<file path="src/rtl/pair_demux.sv">
module pair_demux #(
  parameter int W = 8
) (
  input  logic         clk,
  input  logic         rst_n,
  input  logic [W-1:0] sample_in,
  input  logic         rst_in,
  output logic [W-1:0] aux_out,
  output logic [W-1:0] pri_out,
  output logic         dready,
  output logic         rst_out
);

  logic         ph, skip, sup;
  logic         rs1, rs2, rs3;
  logic [W-1:0] hold;

  wire rise  = rs2 & ~rs3;
  wire swal  = rise & ph;
  wire load  = ~ph;

  assign dready = ph;

  always_ff @(posedge clk or negedge rst_n) begin
    if (!rst_n) begin
      {rs1, rs2, rs3} <= '0;
    end else begin
      rs1 <= rst_in;
      rs2 <= rs1;
      rs3 <= rs2;
    end
  end

  always_ff @(posedge clk or negedge rst_n) begin
    if (!rst_n) begin
      ph   <= 1'b0;
      skip <= 1'b0;
      sup  <= 1'b0;
    end else begin
      ph   <= swal ? 1'b1 : ~ph;
      skip <= swal;
      if (swal)      sup <= 1'b1;
      else if (!rs2) sup <= 1'b0;
    end
  end

  always_ff @(posedge clk or negedge rst_n) begin
    if (!rst_n) begin
      hold    <= '0;
      aux_out <= '0;
      pri_out <= '0;
      rst_out <= 1'b0;
    end else begin
      if (ph && !skip) hold <= sample_in;
      if (load) begin
        aux_out <= hold;
        pri_out <= sample_in;
        rst_out <= rs2 & ~sup;
      end
    end
  end


  dready_toggle_chk: assert property (@(posedge clk) disable iff (!rst_n)
    !swal |=> dready != $past(dready));


  ports_hold_chk: assert property (@(posedge clk) disable iff (!rst_n)
    !load |=> $stable(pri_out) && $stable(aux_out) && $stable(rst_out));


  pri_capture_chk: assert property (@(posedge clk) disable iff (!rst_n)
    load |=> pri_out == $past(sample_in));


  drop_hold_chk: assert property (@(posedge clk) disable iff (!rst_n)
    swal |=> dready && skip);


  no_rstout_after_drop_chk: assert property (@(posedge clk) disable iff (!rst_n)
    swal && !rst_out |=> !rst_out);

endmodule

</file>
<file path="config.mk">
export PLATFORM = sky130hd
export DESIGN_NAME = pair_demux
export DESIGN_NICKNAME = d
export VERILOG_FILES = /design/src/rtl/pair_demux.sv
export SDC_FILE = /design/constraint.sdc
export NUM_CORES = 1
export LEC_CHECK = 0
export ABC_CLOCK_PERIOD_IN_PS = 1500
export CORE_ASPECT_RATIO = 2
export CORE_MARGIN = 2
export CORE_UTILIZATION = 35
export CTS_BUF_LIST = sky130_fd_sc_hd__clkbuf_4 sky130_fd_sc_hd__clkbuf_8 sky130_fd_sc_hd__clkbuf_16
export DETAILED_ROUTE_END_ITERATION = 16
export DONT_BUFFER_PORTS = 1
export GPL_TIMING_DRIVEN = 0
export SKIP_LAST_GASP = 1
export SLEW_MARGIN = 10
export SYNTH_ARGS = -nofsm -noshare
export SYNTH_HDL_FRONTEND = slang
export SYNTH_SLANG_ARGS = --single-unit
</file>
<file path="constraint.sdc">
create_clock -name clk -period 1.5 [get_ports clk]
set_clock_uncertainty 0.05 [all_clocks]
set_input_delay 0.3 -clock clk [delete_from_list [all_inputs] [get_ports clk]]
set_output_delay 0.3 -clock clk [all_outputs]
set_load 0.005 [all_outputs]
</file>
# Word level (Yosys, flattened, before mapping)
# Cells that the tools add are included.
dict set report totals {
  memories 0
  romBits 0
  wordCells 22
  input_bits 11
  register_bits 31
  output_inout_bits 18
  ram_bits 0
  latchBits 0
}
dict set report classes {
  multipliers 0
  muxes 3
  bitwise 6
  magnitude_cmp 0
  n_div 0
  shift 0
  eq_ne 1
  add_sub_neg 0
  n_reduce_logical 2
}
# cell count
set ops {}
lappend ops {{bitwise AND 1 bit} 3}
lappend ops {{2-to-1 mux 1 bit} 3}
lappend ops {{inverter 1 bit} 3}
lappend ops {{!= test 2 x 1 -> 1 bit (second input constant)} 1}
lappend ops {{logical AND 1 bit} 1}
lappend ops {{zero test 1 bit} 1}

# Depth between registers and ports, before layout
# Gate-level depths: netlist of run 1.
dict set report depth {
  depth_word 4
  depth_mapped 3
  depth_no_buf 2
}

# Least setup slack after synthesis of run 1
# Ideal clock, no wire load.
dict set report synth_path {
  path_type {flip-flop to flip-flop}
  startpoint {register ph, in the netlist dready}
  endpoint {register hold[0]}
  arrival_ns 0.965
  period_less_slack_ns 1.140
  setup_ns 0.125
  n_path_buf 1
  t_required_ns 1.325
  path_stages_with_launch 4
  path_slack_ns 0.360
  path_cell_list {dfrtp_1 -> nor2b_4 -> buf_6 -> mux2_4}
}
dict set report synth_between {
  elab_chain_len 1
}
# item line
set synth_lines {}
lappend synth_lines {{from (decl)} 14} ;# logic ph, skip, sup;
lappend synth_lines {{from (signal assigned)} 40} ;# ph <= swal ? 1'b1 : ~ph;
lappend synth_lines {{logical AND 1 bit} 54} ;# if (ph && !skip) hold <= sample_in;
lappend synth_lines {{to (signal assigned)} 54}
lappend synth_lines {{to (decl)} 16} ;# logic [W-1:0] hold;
# No other way between the ends.
# A chain may end at the register's enable or synchronous reset.

# Worst setup path after layout of run 1
dict set report layout_path {
  startpoint {register ph, in the netlist dready}
  endpoint {register hold[7]}
}
# Same word-level chain as after synthesis.

==> metrics.csv, run 1 <==
stage,metric,value,unit
floorplanning,# IOs,29,
power,Worst VDD drop,0.000647,V
synthesis,Mapped Area,1150,sq um
cells_and_area,Fill cells,290,
drt,Routed WL,1890,um
synthesis,Synth Net Count,77,
drt,DR vias,554,
critical_path,Critical R2R Launch,dready$_DFF_PN0_,
status,status,finished clean,
critical_path,Worst Path Arrival,1.37,ns
cells_and_area,"commonest non-fill, non-tap cell in the layout",dfrtp_1,
critical_path,WS Path Type,flop to flop,
cells_and_area,final net count,87,
clock_tree,clock transition at the registers of the reported paths,0.06,ns
sta,final setup TNS,0,ns
place,dpl ws,0.227,ns
drt,Starting DRT DRC Count,3,
synthesis,YS warnings,0,
critical_path,FF-to-FF setup slack,0.24,ns
synthesis,register area share after synthesis,67.2,%
drt,via/cell ratio,5.13,
sta,Hold WS,0.118,ns
place,RD Place Congestion,0.637,
global_route,total global routing overflow,0,
synthesis,Yosys cell types,14,
critical_path,crit path capture type,flop,
critical_path,required time of the critical path,1.61,ns
critical_path,Crit Path Max Fanout,8,
clock_tree,H-tree depth,2,
clock_tree,Clock Tree Root,clkbuf_8,
clock_tree,CTS tree,built,
drt,drt drc,0,
power,Leakage,0.600,nW
synthesis,Post-Syn Area per Cell,17.5,sq um
drt,drt pass-1 iters,2,
floorplanning,die span in x,44.6,um
global_route,total global-route track usage,11.8,%
synthesis,synth top area cells,"dfrtp_1 67%, mux2_2 16%, mux2_4 10%, nor2b_4 1.2%, buf_6 0.98%",
floorplanning,Rows,29,
power,pwr/cell area,1530,nW/um^2
sta,setup ws final,0.239,ns
floorplanning,Die H,85.2,um
critical_path,startpoint types,flop,
critical_path,"slowest stage delay, CP",0.44,ns
floorplanning,area of the core,3160,sq um
sta,fmax,793,MHz
clock_tree,Max Buffers Root-to-Sink,2,
sta,RSZ-0062 raised after global routing,false,
clock_tree,worst skew pair latency,0.27,ns
sta,final hold violations,0,
global_route,vias in the first global route,638,
critical_path,worst path cell trace,nor2b_4 > buf_6 > mux2_4,
clock_tree,CTS resizes,0,
synthesis,synthesized instance count,66,
global_route,met1 Use GR,11.3,%
synthesis,"area leader, netlist",dfrtp_1,
sta,relative slew slack,86.1,%
sta,Final setup viols,0,
cells_and_area,share of post-route cells with drive strength above 1,48.1,%
synthesis,flop and latch count out of synthesis,31,
drt,Detail Route Antenna Nets,0,
floorplanning,die area,3800,sq um
clock_tree,clock sinks,31,
global_route,largest net degree at the start of global routing,32,
drt,drt wl/cell,17.5,um
cells_and_area,Antenna diodes,0,
floorplanning,Initial Utilization,36.6,%
run,max-cap violation count,0,
synthesis,share of the synthesized area in the top cell type,67.2,%
critical_path,CP Launch Point,dready$_DFF_PN0_,
sta,Least-Margin Pin Slew,0.209,ns
global_route,first-pass GRT wire length,3090,um
cells_and_area,"commonest cells after routing, fill and taps aside","31 x dfrtp_1, 16 x mux2_2, 8 x mux2_4",
place,Port-buffer cells,0,
hold_path,hold wc startpoint,sample_in[5],
cells_and_area,Layout area overhead,14.5,%
sta,Final period util,84.0,%
global_route,grt met3 use,5.32,%
global_route,GRT busiest layer,met2,
global_route,grt met2 use,19.1,%
sta,max-slew violation count,0,
clock_tree,cts bufs inserted,5,
sta,final worst path period need,1.26,ns
critical_path,CP max-delay cell,dfrtp_1,
global_route,initial antenna violation count,0,
hold_path,Worst Hold Class,input port to flop,
==> stage by stage <==
| stage | utilization (%) | cells | power (mW) | area (sq um) |
|---|---|---|---|---|
| after CTS | 41.9 | 108 | 2.08 | 1320 |
| after detailed placement | 37.8 | 97 | 1.39 | 1190 |
| after global placement | 37.8 | 97 | 1.37 | 1190 |
| after global routing | 41.9 | 108 | 2.14 | 1320 |
| final | 41.9 | 108 | 2.03 | 1320 |
| after floorplan | - | 66 | 1.32 | 1150 |
==> synthesized netlist by cell type <==
cell     instances
buf_2            1
o31ai_1          1
nor3b_1          1
nand2_1          1
inv_1            1
mux2_4           8
o21ai_0          1
o21a_1           1
buf_6            1
nor2b_1          1
nor2b_4          1
mux2_2          16
dfrtp_1         31
buf_4            1
==> worst max-delay path: cells and delay by family, from the launching register on <==
family,cells,cell delay [ns]
flops,1,0.44
simple gates,1,0.18
buf+inv,1,0.17
mux,1,0.31
==> what timing repair did <==
| action | in CTS | in global routing |
|---|---|---|
| hold buffers | 3 | 0 |
| setup endpoints to repair | 0 | 0 |
| hold endpoints to repair | 32 | 0 |
| setup buffers | 0 | 0 |
==> final timing paths <==
kind | endpoint | depth (start not counted)
worst max register to register | hold[7]$_DFFE_PN0P_ | 3
worst min register to register | rs2$_DFF_PN0_ | 0
worst max-delay path | hold[7]$_DFFE_PN0P_ | 3
max in group asynchronous | hold[1]$_DFFE_PN0P_ | 2
min in group asynchronous | pri_out[6]$_DFFE_PN0N_ | 2
worst min-delay path | hold[5]$_DFFE_PN0P_ | 1
==> layer usage <==
layer	share of wire [%]	up-vias
met5	0	-
met2	56	16
met4	3.0	0
met3	5.9	5
met1	35	290
li1	-	243
==> area by class of cell <==
class	instances	area, sq um	share of cell area, %
clock buffers	7	83.8	6.34
multi-input cells	31	352	26.6
plain buffers	3	23.8	1.80
flip-flops and latches	31	776	58.7
clock inverters	1	5.00	0.378
repair buffers	3	40.0	3.03
well taps	31	38.8	2.93
inverters	1	3.75	0.284
==> logic make-up (layout without fill, tap and decap cells) <==
kind of cell / Yosys count / in the layout / synth area share [%]
AOI/OAI and AO/OA: 3 / 3 / 1.73
buffers and inverters: 4 / 15 / 2.38
DFF: 31 / 31 / 67.2
muxes: 24 / 24 / 26.0
and+or+nand+nor: 4 / 4 / 2.71
==> state kept, by name (all words and copies together) (netlist names) <==
register,flops
dready,1
hold,8
pri_out,8
rst_out,1
aux_out,8
rs2,1
sup,1
skip,1
rs1,1
rs3,1
==> report_power, final <==
group	switching, mW	internal [mW]
combinational	0.0967	0.184
sequential	0.111	0.999
clock	0.279	0.361
total	0.487	1.54
Power figures use the tool's default switching activity.
==> run 2, diff against run 1 <==
Settings changed: ABC_CLOCK_PERIOD_IN_PS 1500 to 1100.
Clock period 1.5 ns to 1.1 ns, I/O delays scaled along.
==> run 2 against run 1 <==
  * The flow now finishes with violations (setup timing)
  * Worst setup slack lost 0.35 ns
  * Critical path depth is the same
  * Fmax grew 4.5%
  * Die area is the same
  * Utilization grew 0.24 points
  * Sequential cell count is the same
  * Sequential power grew 36%
  * Worst hold slack lost 0.080 ns
  * Count of clock-buffer cells in the layout is the same
  * Non-clock buffer count is the same
  * Cell area grew 0.57%
  * Largest power group unchanged
==> metrics.csv, run 2 (synthesis gave the netlist of run 1 again) <==
stage,metric,value,unit,change
floorplanning,Rows,29,,unchanged
cells_and_area,"commonest non-fill, non-tap cell in the layout",dfrtp_1,,unchanged
critical_path,Crit Path Max Fanout,8,,unchanged
clock_tree,cts bufs inserted,5,,unchanged
critical_path,FF-to-FF setup slack,-0.11,ns,was 0.24 ns
place,RD Place Congestion,0.637,,unchanged
critical_path,CP top delay family,flip-flops,,unchanged
clock_tree,CTS tree,built,,unchanged
drt,Routed WL,1880,um,was 1890 um
run,max-cap violation count,0,,unchanged
power,pwr/cell area,2090,nW/um^2,was 1530 nW/um^2
power,Leakage,0.601,nW,was 0.600 nW
sta,max-slew violation count,0,,unchanged
global_route,vias in the first global route,646,,was 638
critical_path,startpoint types,flop,,unchanged
sta,RSZ-0062 raised after global routing,true,,was false
sta,final hold violations,0,,unchanged
critical_path,CP bufs+invs,1,,unchanged
floorplanning,die span in x,44.6,um,unchanged
critical_path,CP max-delay cell,dfrtp_2,,was dfrtp_1
floorplanning,die area,3800,sq um,unchanged
clock_tree,Clock Tree Root,clkbuf_8,,unchanged
power,Worst VDD drop,0.000882,V,was 0.000647 V
hold_path,Worst Hold Class,input port to flop,,unchanged
critical_path,Worst Path Arrival,1.31,ns,was 1.37 ns
cells_and_area,final net count,87,,unchanged
drt,drt wl/cell,17.4,um,was 17.5 um
clock_tree,clock sinks,31,,unchanged
critical_path,"slowest stage delay, CP",0.41,ns,was 0.44 ns
global_route,largest net degree at the start of global routing,32,,unchanged
floorplanning,Die H,85.2,um,unchanged
clock_tree,worst skew pair latency,0.27,ns,about the same
drt,drt pass-1 iters,3,,was 2
hold_path,hold depth,1,,unchanged
sta,final worst path period need,1.21,ns,was 1.26 ns
sta,Final setup viols,24,,was 0
critical_path,crit path capture type,flop,,unchanged
status,status,"complete, but fails checks",,was finished clean
sta,fmax,829,MHz,was 793 MHz
critical_path,required time of the critical path,1.21,ns,was 1.61 ns
clock_tree,clock transition at the registers of the reported paths,0.06,ns,about the same
critical_path,WS Path Type,flop to flop,,unchanged
drt,Detail Route Antenna Nets,0,,unchanged
cells_and_area,share of post-route cells with drive strength above 1,49.4,%,was 48.1%
critical_path,capturing point of the worst reg2reg path,hold[7]$_DFFE_PN0P_,,unchanged
clock_tree,Post-CTS Setup Inserts,0,,unchanged
cells_and_area,Antenna diodes,0,,unchanged
cells_and_area,Finished Layout Cells,108,,unchanged
drt,drt drc,0,,unchanged
critical_path,CP Launch Point,dready$_DFF_PN0_,,unchanged
hold_path,hold wc startpoint,sample_in[5],,unchanged
cells_and_area,Layout area overhead,15.2,%,was 14.5%
global_route,total global-route track usage,11.9,%,was 11.8%
floorplanning,Initial Utilization,36.6,%,unchanged
place,Placed Instances,97,,unchanged
sta,relative slew slack,86.7,%,was 86.1%
sta,Least-Margin Pin Slew,0.197,ns,was 0.209 ns
cells_and_area,biggest regs,"aux_out x8, hold x8, pri_out x8",,unchanged
drt,DR vias,557,,was 554
critical_path,R2R cell count,3,,unchanged
clock_tree,H-tree depth,2,,unchanged
cells_and_area,"commonest cells after routing, fill and taps aside","30 x dfrtp_1, 16 x mux2_2, 8 x mux2_4",,"was 31 x dfrtp_1, 16 x mux2_2, 8 x mux2_4"
floorplanning,area of the core,3160,sq um,unchanged
cells_and_area,Fill cells,291,,was 290
global_route,initial antenna violation count,0,,unchanged
sta,Final period util,110,%,was 84.0%
sta,setup ws final,-0.106,ns,was 0.239 ns
drt,Starting DRT DRC Count,5,,was 3
critical_path,worst path cell trace,nor2b_4 > buf_8 > mux2_4,,was nor2b_4 > buf_6 > mux2_4
global_route,total global routing overflow,0,,unchanged
drt,via/cell ratio,5.16,,was 5.13
cells_and_area,Final Util,42.1,%,was 41.9%
global_route,first-pass GRT wire length,3110,um,was 3090 um
clock_tree,Max Buffers Root-to-Sink,2,,unchanged
critical_path,Critical R2R Launch,dready$_DFF_PN0_,,unchanged
place,Port-buffer cells,0,,unchanged
hold_path,Worst Hold End,hold[5]$_DFFE_PN0P_,,unchanged
floorplanning,# IOs,29,,unchanged
status,failing checks,setup timing,,
power,total power,2.78,mW,was 2.03 mW
==> run 2: changes by cell type in the layout (fill, tap and decap cells not counted) <==
cell      delta
dfrtp_1      -1
buf_6        -1
clkbuf_4     +1
buf_8        +1
dfrtp_2      +1
buf_2        -1
==> run 2: worst max-delay path by stage <==
stage	end	slack [ns]	cells after the start
3_5_place_dp	hold[7]$_DFFE_PN0P_	-0.17	3
3_3_place_gp	hold[3]$_DFFE_PN0P_	-0.15	3
6_report	hold[7]$_DFFE_PN0P_	-0.11	3
4_1_cts	pri_out[4]$_DFFE_PN0N_	-0.12	2
5_1_grt	hold[7]$_DFFE_PN0P_	-0.16	3
2_1_floorplan	hold[0]$_DFFE_PN0P_	-0.04	3
==> run 2: what timing repair did <==
item / 4_1_cts / 5_1_grt
setup endpoints to repair: 25 / 26
gates resized for setup: 2 / 1
gates cloned: 0 / 0
endpoints found under the hold margin: 32 / 0
hold buffers: 3 / 0
==> run 2: stage by stage <==
step / instance area [sq um] / hold slack, ns / setup TNS, ns / setup slack, ns
final: 1330 / 0.0377 / -1.57 / -0.106
after global routing: 1330 / 0.0237 / -2.69 / -0.155
after CTS: 1330 / 0.0266 / -2.04 / -0.123
after detailed placement: 1190 / -0.125 / -3.28 / -0.173
after global placement: 1190 / -0.125 / -2.85 / -0.149
after floorplan: 1150 / -0.126 / -0.317 / -0.0397
==> run 2: per-layer routing <==
| layer | track usage (%) | wire (um) | vias to the layer above |
|---|---|---|---|
| met1 | 11.6 | 668 | 289 |
| met4 | 8.26 | 55 | 0 |
| li1 | - | - | 245 |
| met5 | 0 | 0 | - |
| met2 | 19.0 | 1040 | 18 |
| met3 | 5.32 | 115 | 5 |
==> run 2: where the power goes <==
| part | internal (mW) | total (mW) | switching [mW] |
|---|---|---|---|
| Sequential | 1.36 | 1.51 | 0.152 |
| Combinational | 0.256 | 0.390 | 0.134 |
| Clock | 0.492 | 0.871 | 0.379 |
==> run 2: worst reg2reg max path: stages (launching register included) <==
cell and delay, ns:
dfrtp_2 0.41, nor2b_4 0.17, buf_8 0.16, mux2_4 0.31
==> run 2: final cells by class <==
| cell class | count | area [sq um] | area share (%) |
|---|---|---|---|
| Buffer | 3 | 30.0 | 2.26 |
| Clock buffer | 7 | 83.8 | 6.30 |
| Clock inverter | 1 | 5.00 | 0.376 |
| Inverter | 1 | 3.75 | 0.282 |
| Multi-Input combinational cell | 31 | 352 | 26.4 |
| Sequential cell | 31 | 777 | 58.4 |
| Tap cell | 31 | 38.8 | 2.92 |
| Timing Repair Buffer | 3 | 40.0 | 3.01 |
